[src/rtl/sdcmd_pkg.sv]
package sdcmd_pkg;
  localparam int CMD_LEN       = 48;
  localparam int RSP_SHORT_LEN = 48;
  localparam int RSP_LONG_LEN  = 136;
  localparam int RSP_KEEP      = 128;   // trailing bits kept by the receiver
  localparam int STS_W         = 14;
  localparam int F_CRCBAD      = 0;
  localparam int F_TMO         = 2;
  localparam int F_RSPEND      = 6;
  localparam int F_SENT        = 7;
  localparam int F_ACTIVE      = 13;

  typedef enum logic [1:0] {
    WR_NONE      = 2'b00,
    WR_SHORT_CRC = 2'b01,
    WR_SHORT_RAW = 2'b10,
    WR_LONG      = 2'b11
  } wait_rsp_e;

  typedef enum logic [1:0] {PH_IDLE, PH_TX, PH_RSP} phase_e;

  // Serial CRC7, x^7 + x^3 + 1, MSB first, register starts at zero
  function automatic logic [6:0] crc7_calc(input logic [39:0] d);
    logic [6:0] c;
    logic       fb;
    c = '0;
    for (int i = 39; i >= 0; i--) begin
      fb = d[i] ^ c[6];
      c  = {c[5:0], 1'b0} ^ (fb ? 7'h09 : 7'h00);
    end
    return c;
  endfunction

  function automatic logic [CMD_LEN-1:0] cmd_frame(input logic [5:0] idx,
                                                   input logic [31:0] arg);
    logic [39:0] head;
    head = {2'b01, idx, arg};
    return {head, crc7_calc(head), 1'b1};
  endfunction
endpackage

[src/rtl/sdcmd_tx.sv]
module sdcmd_tx
  import sdcmd_pkg::*;
(
  input  logic        clk,
  input  logic        rst_n,
  input  logic        load,
  input  logic        abort,
  input  logic        launch_stb,
  input  logic [5:0]  idx,
  input  logic [31:0] arg,
  output logic        cmd_out,
  output logic        cmd_oe,
  output logic        tx_done
);
  localparam int CW = $clog2(CMD_LEN + 1);

  logic [CMD_LEN-1:0] sr;
  logic [CW-1:0]      cnt;
  logic               busy;

  wire last_launch = busy && launch_stb && (cnt == CW'(CMD_LEN));

  always_ff @(posedge clk or negedge rst_n) begin
    if (!rst_n) begin
      sr      <= '0;
      cnt     <= '0;
      busy    <= 1'b0;
      cmd_out <= 1'b1;
      cmd_oe  <= 1'b0;
      tx_done <= 1'b0;
    end else begin
      tx_done <= 1'b0;
      if (abort) begin
        busy    <= 1'b0;
        cmd_oe  <= 1'b0;
        cmd_out <= 1'b1;
      end else if (load) begin
        sr   <= cmd_frame(idx, arg);
        cnt  <= '0;
        busy <= 1'b1;
      end else if (busy && launch_stb) begin
        if (last_launch) begin
          busy    <= 1'b0;
          cmd_oe  <= 1'b0;
          cmd_out <= 1'b1;
          tx_done <= 1'b1;
        end else begin
          cmd_out <= sr[CMD_LEN-1];
          cmd_oe  <= 1'b1;
          sr      <= {sr[CMD_LEN-2:0], 1'b0};
          cnt     <= cnt + CW'(1);
        end
      end
    end
  end


  tx_hold_chk: assert property (@(posedge clk) disable iff (!rst_n)
    (!launch_stb && !abort) |=> ($stable(cmd_out) && $stable(cmd_oe)));


  line_idle_high_chk: assert property (@(posedge clk) disable iff (!rst_n)
    !cmd_oe |-> cmd_out);
endmodule

[src/rtl/sdcmd_rx.sv]
module sdcmd_rx
  import sdcmd_pkg::*;
#(
  parameter int TMO_CYC = 64
) (
  input  logic                clk,
  input  logic                rst_n,
  input  logic                arm,
  input  logic                long_mode,
  input  logic                abort,
  input  logic                sample_stb,
  input  logic                cmd_in,
  output logic                rx_done,
  output logic                rx_tmo,
  output logic [RSP_KEEP-1:0] rx_frame
);
  localparam int TW = $clog2(TMO_CYC);
  localparam int LW = $clog2(RSP_LONG_LEN + 1);

  logic          listen, capture;
  logic [TW-1:0] tcnt;
  logic [LW-1:0] bcnt;
  logic [LW-1:0] need;

  assign need = long_mode ? LW'(RSP_LONG_LEN) : LW'(RSP_SHORT_LEN);

  wire start_seen = listen && sample_stb && !cmd_in;
  wire expire     = listen && sample_stb && cmd_in && (tcnt == TW'(TMO_CYC - 1));
  wire last_bit   = capture && sample_stb && (bcnt == need - LW'(1));

  always_ff @(posedge clk or negedge rst_n) begin
    if (!rst_n) begin
      listen   <= 1'b0;
      capture  <= 1'b0;
      tcnt     <= '0;
      bcnt     <= '0;
      rx_frame <= '0;
      rx_done  <= 1'b0;
      rx_tmo   <= 1'b0;
    end else begin
      rx_done <= 1'b0;
      rx_tmo  <= 1'b0;
      if (abort) begin
        listen  <= 1'b0;
        capture <= 1'b0;
      end else if (arm) begin
        listen  <= 1'b1;
        capture <= 1'b0;
        tcnt    <= '0;
      end else if (start_seen) begin
        listen   <= 1'b0;
        capture  <= 1'b1;
        bcnt     <= LW'(1);
        rx_frame <= {rx_frame[RSP_KEEP-2:0], 1'b0};
      end else if (expire) begin
        listen <= 1'b0;
        rx_tmo <= 1'b1;
      end else if (listen && sample_stb) begin
        tcnt <= tcnt + TW'(1);
      end else if (capture && sample_stb) begin
        rx_frame <= {rx_frame[RSP_KEEP-2:0], cmd_in};
        bcnt     <= bcnt + LW'(1);
        if (last_bit) begin
          capture <= 1'b0;
          rx_done <= 1'b1;
        end
      end
    end
  end


  tmo_excl_chk: assert property (@(posedge clk) disable iff (!rst_n)
    !(rx_done && rx_tmo));


  tmo_on_high_sample_chk: assert property (@(posedge clk) disable iff (!rst_n)
    $rose(rx_tmo) |-> $past(sample_stb && cmd_in));
endmodule

[src/rtl/sdcmd_flags.sv]
module sdcmd_flags
  import sdcmd_pkg::*;
(
  input  logic             clk,
  input  logic             rst_n,
  input  logic [STS_W-1:0] set_vec,
  input  logic             clr_wr,
  input  logic [STS_W-1:0] clr_mask,
  output logic [STS_W-1:0] flags
);
  wire [STS_W-1:0] clr_eff = clr_wr ? clr_mask : '0;

  always_ff @(posedge clk or negedge rst_n) begin
    if (!rst_n) flags <= '0;
    else        flags <= (flags & ~clr_eff) | set_vec;
  end


  w1c_chk: assert property (@(posedge clk) disable iff (!rst_n)
    (clr_wr && ((clr_mask & set_vec) == '0)) |=> ((flags & $past(clr_mask)) == '0));


  sticky_chk: assert property (@(posedge clk) disable iff (!rst_n)
    (!clr_wr && (set_vec == '0)) |=> $stable(flags));
endmodule

[src/rtl/sdcmd_path.sv]
module sdcmd_path
  import sdcmd_pkg::*;
#(
  parameter int TMO_CYC = 64
) (
  input  logic             clk,
  input  logic             rst_n,
  input  logic             path_en,
  input  logic [5:0]       cmd_idx,
  input  logic [31:0]      cmd_arg,
  input  logic [1:0]       wait_rsp,
  input  logic             launch_stb,
  input  logic             sample_stb,
  input  logic             cmd_in,
  output logic             cmd_out,
  output logic             cmd_oe,
  output logic [31:0]      rsp1,
  output logic [31:0]      rsp2,
  output logic [31:0]      rsp3,
  output logic [31:0]      rsp4,
  input  logic             clr_wr,
  input  logic [STS_W-1:0] clr_mask,
  output logic [STS_W-1:0] status
);
  phase_e              phase;
  wait_rsp_e           wr_q;
  logic                en_q;
  logic                tx_done, rx_done, rx_tmo;
  logic [RSP_KEEP-1:0] rx_frame;
  logic [STS_W-1:0]    set_vec, flags;

  wire busy      = (phase != PH_IDLE);
  wire start_cmd = path_en && !en_q && !busy;
  wire abort_cmd = busy && !path_en;
  wire tx_fin    = (phase == PH_TX) && tx_done && !abort_cmd;
  wire arm_rx    = tx_fin && (wr_q != WR_NONE);
  wire sent_evt  = tx_fin && (wr_q == WR_NONE);
  wire rsp_live  = (phase == PH_RSP) && !abort_cmd;
  wire crc_ok    = (crc7_calc(rx_frame[47:8]) == rx_frame[7:1]) && rx_frame[0];
  wire bad_evt   = rsp_live && rx_done && (wr_q == WR_SHORT_CRC) && !crc_ok;
  wire end_evt   = rsp_live && rx_done && !bad_evt;
  wire tmo_evt   = rsp_live && rx_tmo;

  sdcmd_tx u_tx (
    .clk(clk), .rst_n(rst_n), .load(start_cmd), .abort(abort_cmd),
    .launch_stb(launch_stb), .idx(cmd_idx), .arg(cmd_arg),
    .cmd_out(cmd_out), .cmd_oe(cmd_oe), .tx_done(tx_done)
  );

  sdcmd_rx #(.TMO_CYC(TMO_CYC)) u_rx (
    .clk(clk), .rst_n(rst_n), .arm(arm_rx), .long_mode(wr_q == WR_LONG),
    .abort(abort_cmd), .sample_stb(sample_stb), .cmd_in(cmd_in),
    .rx_done(rx_done), .rx_tmo(rx_tmo), .rx_frame(rx_frame)
  );

  always_comb begin
    set_vec           = '0;
    set_vec[F_CRCBAD] = bad_evt;
    set_vec[F_TMO]    = tmo_evt;
    set_vec[F_RSPEND] = end_evt;
    set_vec[F_SENT]   = sent_evt;
  end

  sdcmd_flags u_flags (
    .clk(clk), .rst_n(rst_n), .set_vec(set_vec),
    .clr_wr(clr_wr), .clr_mask(clr_mask), .flags(flags)
  );

  always_comb begin
    status           = flags;
    status[F_ACTIVE] = busy;
  end

  always_ff @(posedge clk or negedge rst_n) begin
    if (!rst_n) begin
      phase <= PH_IDLE;
      wr_q  <= WR_NONE;
      en_q  <= 1'b0;
    end else begin
      en_q <= path_en;
      if (start_cmd) begin
        phase <= PH_TX;
        wr_q  <= wait_rsp_e'(wait_rsp);
      end else if (abort_cmd || sent_evt) begin
        phase <= PH_IDLE;
      end else if (arm_rx) begin
        phase <= PH_RSP;
      end else if (rsp_live && (rx_done || rx_tmo)) begin
        phase <= PH_IDLE;
      end
    end
  end

  always_ff @(posedge clk or negedge rst_n) begin
    if (!rst_n) begin
      {rsp1, rsp2, rsp3, rsp4} <= '0;
    end else if (rsp_live && rx_done) begin
      if (wr_q == WR_LONG) {rsp1, rsp2, rsp3, rsp4} <= {rx_frame[RSP_KEEP-1:1], 1'b0};
      else                 rsp1 <= rx_frame[39:8];
    end
  end


  one_event_chk: assert property (@(posedge clk) disable iff (!rst_n)
    $onehot0(set_vec));


  abort_release_chk: assert property (@(posedge clk) disable iff (!rst_n)
    abort_cmd |=> (!cmd_oe && !status[F_ACTIVE]));


  no_restart_chk: assert property (@(posedge clk) disable iff (!rst_n)
    (!busy && en_q && path_en) |=> !status[F_ACTIVE]);


  low_words_hold_chk: assert property (@(posedge clk) disable iff (!rst_n)
    !(rsp_live && rx_done && (wr_q == WR_LONG)) |=> $stable({rsp2, rsp3, rsp4}));
endmodule

[config.mk]
export PLATFORM = sky130hd
export DESIGN_NAME = sdcmd_path
export DESIGN_NICKNAME = d
export VERILOG_FILES = /design/src/rtl/sdcmd_pkg.sv /design/src/rtl/sdcmd_tx.sv /design/src/rtl/sdcmd_rx.sv /design/src/rtl/sdcmd_flags.sv /design/src/rtl/sdcmd_path.sv
export SDC_FILE = /design/constraint.sdc
export NUM_CORES = 1
export LEC_CHECK = 0
export BUFFER_PORTS_ARGS = -buffer_cell sky130_fd_sc_hd__buf_2
export CORE_MARGIN = 8
export CORE_UTILIZATION = 40
export CTS_CLUSTER_SIZE = 16
export DETAILED_ROUTE_END_ITERATION = 10
export GPL_TIMING_DRIVEN = 1
export PLACE_DENSITY_LB_ADDON = 0.2
export SETUP_SLACK_MARGIN = 0.3
export SKIP_LAST_GASP = 1
export SLEW_MARGIN = 20
export SYNTH_ARGS = -nofsm -noshare
export SYNTH_HDL_FRONTEND = slang
export SYNTH_SLANG_ARGS = --single-unit
[constraint.sdc]
create_clock -name clk -period 3.6 [get_ports clk]
set_clock_uncertainty 0.05 [all_clocks]
set_input_delay 0.18 -clock clk [delete_from_list [all_inputs] [get_ports clk]]
set_output_delay 0.18 -clock clk [all_outputs]
set_load 0.005 [all_outputs]
==> results.yml, run 1 <==
clocking:
  cts.sinks: 349
  post_cts_resized: 0
  cts_made_buffers: 40
  cts.reportedPaths.clkPinSlew_ns: 0.06
  h-tree-depth: 2
  cts_root_buffer: "clkbuf_16"
  cts_tree: "yes"
  cts_setup_buffers: 0
  ctsHoldBuffers: 68
  worstSkewPairLatency_ns: 0.54
  clk_path_buf_depth: 3
sta:
  setup_ws_ns: 0.740
  period_share_pct: 79.5
  slew_violations: 0
  fmax_mhz: 350
  tightest_slew_ns: 0.866
  hold_violations: 0
  slew_headroom_pct: 42.3
  setup_tns_ns: 0
  rsz0062_at_grt: "no"
  finalSetupViolations: 0
  fin_crit_ns: 2.86
place:
  hpwl_um: 22700
  dp_cells: 1847
  dp_slack_ns: 0.734
  globalplace.congestion: 0.729
  io_buffers: 202
floorplan:
  initial_core_util_pct: 40.4
  io_pins: 205
  die_area_um2: 45500
  rows: 72
  fp.coreArea_um2: 38600
  die_x_um: 213
  die_h_um: 213
finish:
  finish.utilization_pct: 50.0
  diodes: 0
  seq_area_um2: 8730
  multi_input_area_um2: 6630
  stdcell_count: 1985
  nNetsFinal: 1504
  area_growth_pct: 23.7
  drive_gt1_share_pct: 36.2
  fillers: 3507
grt:
  grt_pass1_wl_um: 55900
  grt_overflow: 0
  grt_pass1_vias: 10448
  grt_start_max_net_pins: 109
  gr-usage-all-layers_pct: 15.2
  antenna_found_initial: 1
synthesis:
  yosysTopAreaCell: "dfrtp_1"
  syn_area_um2: 15600
  synth_edf_count: 0
  synth.avg_cell_area_um2: 13.3
  synth_flop_cell: "dfrtp_1"
  synth_warnings: 0
  yosysSeqAreaShare_pct: 56.1
  synth_fp_nets: 1235
  synth_cell_type_count: 53
  syn_inst: 1170
  synth_top_area_share_pct: 55.9
  synthArstFlopShare_pct: 100
  synth.area.top_cells: "dfrtp_1 (56%), mux2_2 (16%), mux2i_1 (4.9%)"
  ys_ff_latch: 349
power_and_ir_drop:
  total_leakage_power_nw: 9.78
  swShare_pct: 23.9
  p_switching_mw: 2.29
  p_clk_share_pct: 43.0
  power_frac_seq_pct: 44.6
  max-vdd-ir-drop_uv: 348
  p_int_mw: 7.29
  powerDensity_nw_per_um2: 497
  comb_power_share_pct: 12.5
drt:
  viasPerCell: 4.87
  dr.pass1.iters: 4
  first_iter_violations: 308
  ant_nets: 0
  num_vias: 9659
  wl_per_cell_um: 17.0
  route.detailed.drc: 0
  wl_um: 33700
critical_path:
  cp.required_ns: 3.98
  worstSetupStartpointType: "register"
  crit_type: "reg -> reg"
  end_kind: "register"
  cp.arrival_ns: 3.24
  crit_fanout: 5
job:
  max_cap_viol_count: 0
worst_hold_path:
  hp-class: "in -> reg"
status:
  status: "complete, no violations"
## cells in the final DEF, fill, tap and decap left out, types with 3 or more instances in the layout
master,count
a21boi_0,9
a21o_1,4
a21oi_1,6
a32oi_1,3
and3_1,7
buf_12,7
buf_2,201
buf_4,8
bufinv_16,4
clkbuf_1,5
clkbuf_16,41
clkbuf_8,8
clkinv_2,7
clkinvlp_4,3
dfrtp_1,348
dlygate4sd3_1,68
ha_1,4
inv_1,5
mux2_2,226
mux2i_1,77
nand2_1,107
nand2b_1,3
nand3_1,8
nand3b_1,3
nand4_1,7
nor2_1,34
nor2b_1,4
nor3_1,3
o21ai_0,81
xnor2_1,79
xnor2_4,3
xnor3_1,18
xnor3_2,3
xor2_1,34
xor3_4,3
## synthesized netlist by cell type (all sizes together), types with 2 or more instances
cell type,n
dfrtp,348
mux2,226
nand2,109
xnor2,83
o21ai,81
mux2i,77
clkbuf,45
nor2,36
xor2,35
xnor3,21
buf,13
a21boi,9
nand3,8
and3,7
nand4,7
a21oi,6
xor3,6
inv,5
a21o,4
ha,4
nor2b,4
nor3b,4
a32oi,3
nand2b,3
nand3b,3
nor3,3
and2,2
o21a,2
## metal layers
layer	routed length, um	vias to the layer above	GRT usage (%)
met5	8	-	0
met3	1610	63	3.27
met4	917	2	5.44
met2	17000	152	26.3
met1	14100	4841	18.5
li1	-	4601	-
## flip-flops by register name (all words and copies together) (netlist names), 8 cells and up
name           flops
rsp3              32
u_tx.sr           48
rsp2              32
rsp1              32
u_flags.flags     13
u_rx.rx_frame    128
u_rx.bcnt          8
rsp4              31
## worst max-delay path, cell delays in order, from the launching register on
cell     delay [ns]
dfrtp_1        0.45
xnor2_2        0.34
xnor3_2        0.58
xnor2_4        0.25
xnor3_1        0.26
nand2_1        0.07
o32a_1         0.35
a32oi_1        0.18
a21bo_1        0.21
## through the flow
stage	hold slack, ns	area, um^2	total power, mW
floorplan	-0.166	15600	5.18
global placement	0.266	17200	5.49
detailed placement	0.265	17200	5.50
CTS	0.000615	19300	9.77
global route	0.0298	19300	10.1
finish	0.0365	19300	9.58
## power by group through the flow
stage,Sequential [mW],Clock [mW],Combinational [mW]
6_report,4.27,4.12,1.20
5_1_grt,4.29,4.43,1.34
4_1_cts,4.27,4.29,1.22
3_5_place_dp,4.34,0,1.16
3_3_place_gp,4.33,0,1.15
2_1_floorplan,4.30,0,0.879
## kinds of logic after synthesis
logic type                 synth area share [%]
DFF                                        56.1
muxes                                      21.3
and+or+nand+nor                            5.30
xor gates and xnor gates                   11.1
AOI/OAI and AO/OA                          4.26
buffers and inverters                      1.60
adders and majority gates                 0.321
other                                    0.0241
## worst paths after layout
kind / startpoint / endpoint / slack (ns) / cells after the start
min in group asynchronous: rst_n / rsp4[13] / 0.24 / 2
worst max register to register: u_rx.rx_frame[44] / u_flags.flags[0] / 0.74 / 8
max in group asynchronous: rst_n / u_rx.rx_frame[60] / 2.29 / 3
worst max-delay path: u_rx.rx_frame[44] / u_flags.flags[0] / 0.74 / 8
worst min register to register: rsp1[24] / rsp1[24] / 0.42 / 2
worst min-delay path: clr_mask[0] / u_flags.flags[0] / 0.04 / 4
## area by class of cell
| cell class | instances | area share [%] |
|---|---|---|
| inverters | 5 | 0.0974 |
| well taps | 518 | 3.36 |
| clock inverters | 16 | 1.01 |
| repair buffers | 285 | 9.86 |
| clock buffers | 54 | 5.99 |
| multi-input cells | 758 | 34.4 |
| flip-flops and latches | 349 | 45.3 |
(Power assumes the default switching activity.)
==> run 2, diff against run 1 <==
==> constraint.sdc (replaced) <==
create_clock -name clk -period 2.3 [get_ports clk]
set_clock_uncertainty 0.05 [all_clocks]
set_input_delay 0.115 -clock clk [delete_from_list [all_inputs] [get_ports clk]]
set_output_delay 0.115 -clock clk [all_outputs]
set_load 0.005 [all_outputs]
==> results.yml, run 2 (synthesis gave the netlist of run 1 again) <==
status:
  status: "finished, violations left"
  violations: "negative setup slack"
critical_path:
  crit_buf_inv: 0
  end_kind: "register"
  crit_family: "XOR/XNOR gates"
  crit_fanout: 4
  crit_type: "reg -> reg"
  crit_path_max_incr_delay_ns: 0.44
  r2r_cells: 7
  crit_slowest_cell: "xnor3_2"
  cp.arrival_ns: 3.03
  worstSetupStartpointType: "register"
  cp_common_cell: "xnor3_1"
  crit_chain: "xnor3_1 > xnor3_1 > xnor3_2 > xnor2_4 > o32a_1 > a32oi_1 > a21bo_1"
  crit_cells: 7
  cp.required_ns: 2.67
drt:
  route.met3.wl_um: 2100
  top_layer: "met4"
  wl_per_cell_um: 17.3
  num_vias: 10039
  wl_met1_um: 16000
  wl_met2_um: 17300
  viasPerCell: 4.81
  wl_um: 36100
  ant_nets: 0
  first_iter_violations: 264
  route.detailed.drc: 0
  dr.pass1.iters: 4
grt:
  antenna_found_initial: 0
  grt_pass1_wl_um: 58300
  gr-usage-all-layers_pct: 15.9
  grt_pass1_vias: 10747
  grt_start_max_net_pins: 67
  grt_overflow: 0
place:
  postPlaceCellArea_um2: 18000
  hpwl_um: 24300
  globalplace.congestion: 0.807
  io_buffers: 202
finish:
  regMostFlops: "u_rx.rx_frame"
  layout_commonest_cell: "dfrtp_1"
  seq_area_um2: 8740
  nNetsFinal: 1607
  fillers: 3427
  drive_gt1_share_pct: 42.2
  area_growth_pct: 31.2
  reg_top3: "u_rx.rx_frame: 128 flops, u_tx.sr: 48 flops"
  largest_reg_flops: 128
  layout_common_cells: "dfrtp_1 (347), mux2_2 (226), buf_2 (200)"
  multi_input_area_um2: 6830
  final_area_um2: 20400
  diodes: 0
power_and_ir_drop:
  max-vdd-ir-drop_uv: 645
  powerDensity_nw_per_um2: 750
  total_leakage_power_nw: 10.5
worst_hold_path:
  hold_path_depth: 4
  hp-class: "in -> reg"
sta:
  setup_tns_ns: -0.692
  slew_headroom_pct: 61.9
  period_share_pct: 116
  finalSetupViolations: 2
  rsz0062_at_grt: "yes"
  slew_violations: 0
  fmax_mhz: 376
  setup_ws_ns: -0.361
  fin_crit_ns: 2.66
  tightest_slew_ns: 0.571
  hold_violations: 0
  holdWs_ns: 0.0256
clocking:
  h-tree-depth: 2
  clk_path_buf_depth: 3
  cts.sinks: 349
  cts.reportedPaths.clkPinSlew_ns: 0.06
  cts_made_buffers: 41
  cts_root_buffer: "clkbuf_16"
  worstSkewPairLatency_ns: 0.54
  cts_tree: "yes"
floorplan:
  fp.coreArea_um2: 38600
  rows: 72
  io_pins: 205
  die_area_um2: 45500
  die_h_um: 213
  die_x_um: 213
  initial_core_util_pct: 40.4
job:
  max_cap_viol_count: 0
[run 2: where the power goes]
part	total, mW	internal [mW]	switching (mW)
logic	2.22	1.21	1.01
clock network	6.43	3.91	2.52
registers	6.68	6.48	0.201
[run 2: final timing paths]
path / slack (ns) / endpoint / from
max: -0.36 / u_flags.flags[0] / u_rx.rx_frame[25]
min: 0.03 / u_flags.flags[6] / clr_wr
max reg2reg: -0.36 / u_flags.flags[0] / u_rx.rx_frame[25]
min reg2reg: 0.42 / rsp1[18] / rsp1[18]
max in group asynchronous: 1.32 / u_rx.rx_frame[45] / rst_n
min in group asynchronous: 0.10 / u_flags.flags[2] / rst_n
[run 2: per-layer routing]
metal | vias to the layer above | global-route usage [%]
met5 | - | 0
met2 | 161 | 26.1
met1 | 5018 | 20.7
li1 | 4812 | -
met4 | 0 | 4.11
met3 | 48 | 4.44
[run 2: final cells by class]
type	count	share of cell area [%]
Clock inverter	19	1.04
Multi-Input combinational cell	758	33.4
Timing Repair Buffer	387	14.1
Inverter	5	0.0918
Tap cell	518	3.17
Sequential cell	349	42.7
Clock buffer	52	5.51
[run 2: what timing repair did]
| item | CTS | global route |
|---|---|---|
| setup buffers | 5 | 8 |
| setup endpoints to repair | 61 | 181 |
| resized for setup | 10 | 26 |
| cloned | 3 | 1 |
| pin swaps | 9 | 18 |
| hold endpoints to repair | 404 | 1 |
| hold buffers | 68 | 1 |
[run 2: per-stage QoR]
stage	setup WS, ns	cells	utilization [%]	power (mW)
after global routing	-0.458	2088	53.0	16.1
after CTS	-0.346	2078	52.5	15.6
final	-0.361	2088	53.0	15.3
after global placement	-0.372	1931	46.7	8.84
after floorplan	-0.229	1170	-	8.14
after detailed placement	-0.416	1931	46.7	8.87
[run 2: worst register-to-register path, delay by kind of cell (launching register included)]
kind,cells,cell delay (ns)
xor gates and xnor gates,4,1.36
AOI/OAI and AO/OA,3,0.75
DFF,1,0.40
==> run 3, diff against run 2 <==
--- a/config.mk
+++ b/config.mk
@@ -5,7 +5,7 @@
 export SDC_FILE = /design/constraint.sdc
 export NUM_CORES = 1
 export LEC_CHECK = 0
-export BUFFER_PORTS_ARGS = -buffer_cell sky130_fd_sc_hd__buf_2
+export BUFFER_PORTS_ARGS = -buffer_cell sky130_fd_sc_hd__buf_4
 export CORE_MARGIN = 8
 export CORE_UTILIZATION = 40
 export CTS_CLUSTER_SIZE = 16
==> constraint.sdc (replaced) <==
create_clock -name clk -period 2.3 [get_ports clk]
set_clock_uncertainty 0.05 [all_clocks]
set_input_delay 0.115 -clock clk [delete_from_list [all_inputs] [get_ports clk]]
set_output_delay 0.115 -clock clk [all_outputs]
set_load 0.05 [all_outputs]
==> results.yml, run 3 (synthesis gave the netlist of run 1 again) <==
sta:
  setup_ws_ns: -0.315
  hold_violations: 0
  rsz0062_at_grt: "yes"
  fmax_mhz: 382
  period_share_pct: 114
  finalSetupViolations: 2
  slew_violations: 0
  fin_crit_ns: 2.61
  slew_headroom_pct: 52.5
  setup_tns_ns: -0.623
  tightest_slew_ns: 0.712
clocking:
  cts_made_buffers: 39
  cts.sinks: 349
  cts.reportedPaths.clkPinSlew_ns: 0.06
  worstSkewPairLatency_ns: 0.55
  cts_root_buffer: "clkbuf_16"
  h-tree-depth: 2
  cts_tree: "yes"
  clk_path_buf_depth: 3
critical_path:
  crit_buf_inv: 1
  cp.arrival_ns: 3.02
  crit_family: "XOR/XNOR gates"
  reg2reg_from: "u_rx.rx_frame[46]"
  worstSetupStartpointType: "register"
  r2r_slack_ns: -0.31
  crit_path_max_incr_delay_ns: 0.43
  crit_chain: "xor2_2 > buf_4 > xnor2_2 > xnor3_2 > xnor3_1 > nand2_1 > o32a_1 > and2_2 > o31ai_2"
  crit_fanout: 4
  crit_slowest_cell: "dfrtp_1"
  crit_type: "reg -> reg"
  end_kind: "register"
  r2r_cells: 9
  cp.required_ns: 2.70
  rr_endpoint: "u_flags.flags[6]"
finish:
  finish.utilization_pct: 54.5
  largest_reg_flops: 128
  nNetsFinal: 1618
  layout_commonest_cell: "dfrtp_1"
  area_growth_pct: 34.8
  regMostFlops: "u_rx.rx_frame"
  layout_common_cells: "dfrtp_1 (348), buf_4 (305), mux2_2 (226)"
  diodes: 0
  reg_top3: "u_rx.rx_frame: 128 flops, u_tx.sr: 48 flops"
  drive_gt1_share_pct: 42.6
floorplan:
  rows: 72
  die_h_um: 213
  io_pins: 205
  initial_core_util_pct: 40.4
  fp.coreArea_um2: 38600
  die_area_um2: 45500
  die_x_um: 213
place:
  globalplace.congestion: 0.779
  io_buffers: 202
  hpwl_um: 25000
  dp_slack_ns: -0.382
power_and_ir_drop:
  p_int_mw: 11.5
  p_clk_share_pct: 40.4
  comb_power_share_pct: 16.0
  powerDensity_nw_per_um2: 731
  total_leakage_power_nw: 10.5
  p_switching_mw: 3.81
  swShare_pct: 24.9
  max-vdd-ir-drop_uv: 590
  power_frac_seq_pct: 43.6
status:
  violations: "negative setup slack"
  status: "finished, violations left"
grt:
  gr-usage-all-layers_pct: 16.1
  grt_pass1_vias: 10860
  antenna_found_initial: 0
  grt_overflow: 0
  grt_start_max_net_pins: 80
  grt_pass1_wl_um: 59000
drt:
  num_vias: 10130
  wl_met2_um: 17600
  top_layer: "met4"
  first_iter_violations: 389
  wl_per_cell_um: 17.2
  route.met3.wl_um: 1990
  wl_met1_um: 15900
  dr.pass1.iters: 4
  viasPerCell: 4.82
  wl_um: 36200
  ant_nets: 0
  route.detailed.drc: 0
job:
  max_cap_viol_count: 0
worst_hold_path:
  worstHoldStart: "clr_wr"
  hp-class: "in -> reg"
  hold_path_depth: 4
  min_to: "u_flags.flags[0]"
## run 3: layout make-up
class | instances | area [um^2]
multi-input combinational | 759 | 6860
sequential | 349 | 8730
clock inverter | 11 | 126
fill | 3301 | 17600
timing repair buffer | 399 | 3460
tap | 518 | 648
inverter | 5 | 18.8
clock buffer | 60 | 1160
## run 3: repair_timing
| action | 4_1_cts | 5_1_grt |
|---|---|---|
| endpoints found under the hold margin | 135 | 0 |
| gates cloned | 2 | 1 |
| buffers inserted | 9 | 6 |
| setup endpoints to repair | 75 | 210 |
| hold buffers | 70 | 0 |
| gates resized for setup | 11 | 24 |
| pin swaps | 11 | 12 |
## run 3: power by group through the flow
| stage | sequential (mW) | combinational [mW] | clock, mW |
|---|---|---|---|
| after floorplan | 6.77 | 1.42 | 0 |
| after global placement | 6.78 | 2.17 | 0 |
| after detailed placement | 6.79 | 2.22 | 0 |
| after CTS | 6.69 | 2.31 | 6.42 |
| after global routing | 6.73 | 2.69 | 6.66 |
| final | 6.69 | 2.46 | 6.20 |
## run 3: how the worst max path moves through the flow
stage	slack [ns]	depth (start not counted)	startpoint	endpoint
final	-0.31	9	u_rx.rx_frame[46]	u_flags.flags[6]
after detailed placement	-0.38	8	u_rx.rx_frame[45]	u_flags.flags[0]
after floorplan	-0.23	7	u_rx.rx_frame[25]	u_flags.flags[0]
after global routing	-0.42	10	u_rx.rx_frame[44]	u_flags.flags[6]
after CTS	-0.32	9	u_rx.rx_frame[44]	u_flags.flags[6]
after global placement	-0.33	8	u_rx.rx_frame[45]	u_flags.flags[0]
## run 3: metal layers
layer  track usage [%]  up-vias
met1              20.9     5080
met2              26.4      161
li1                  -     4844
met5                 0        -
met4              4.96        0
met3              4.06       45
## run 3: tightest hold or removal path: stages
cell and delay [ns]:
buf_4 0.16, nand2_1 0.13, a32oi_1 0.07, a21bo_1 0.17
## run 3: per-stage QoR
step | power (mW) | instance area (um^2) | cells | hold slack, ns
global placement | 8.95 | 18600 | 1942 | 0.143
finish | 15.3 | 21000 | 2101 | 0.0842
detailed placement | 9.01 | 18600 | 1942 | 0.149
floorplan | 8.18 | 15700 | 1170 | -0.231
global route | 16.1 | 21000 | 2101 | 0.0669
CTS | 15.4 | 20800 | 2094 | 0.0509
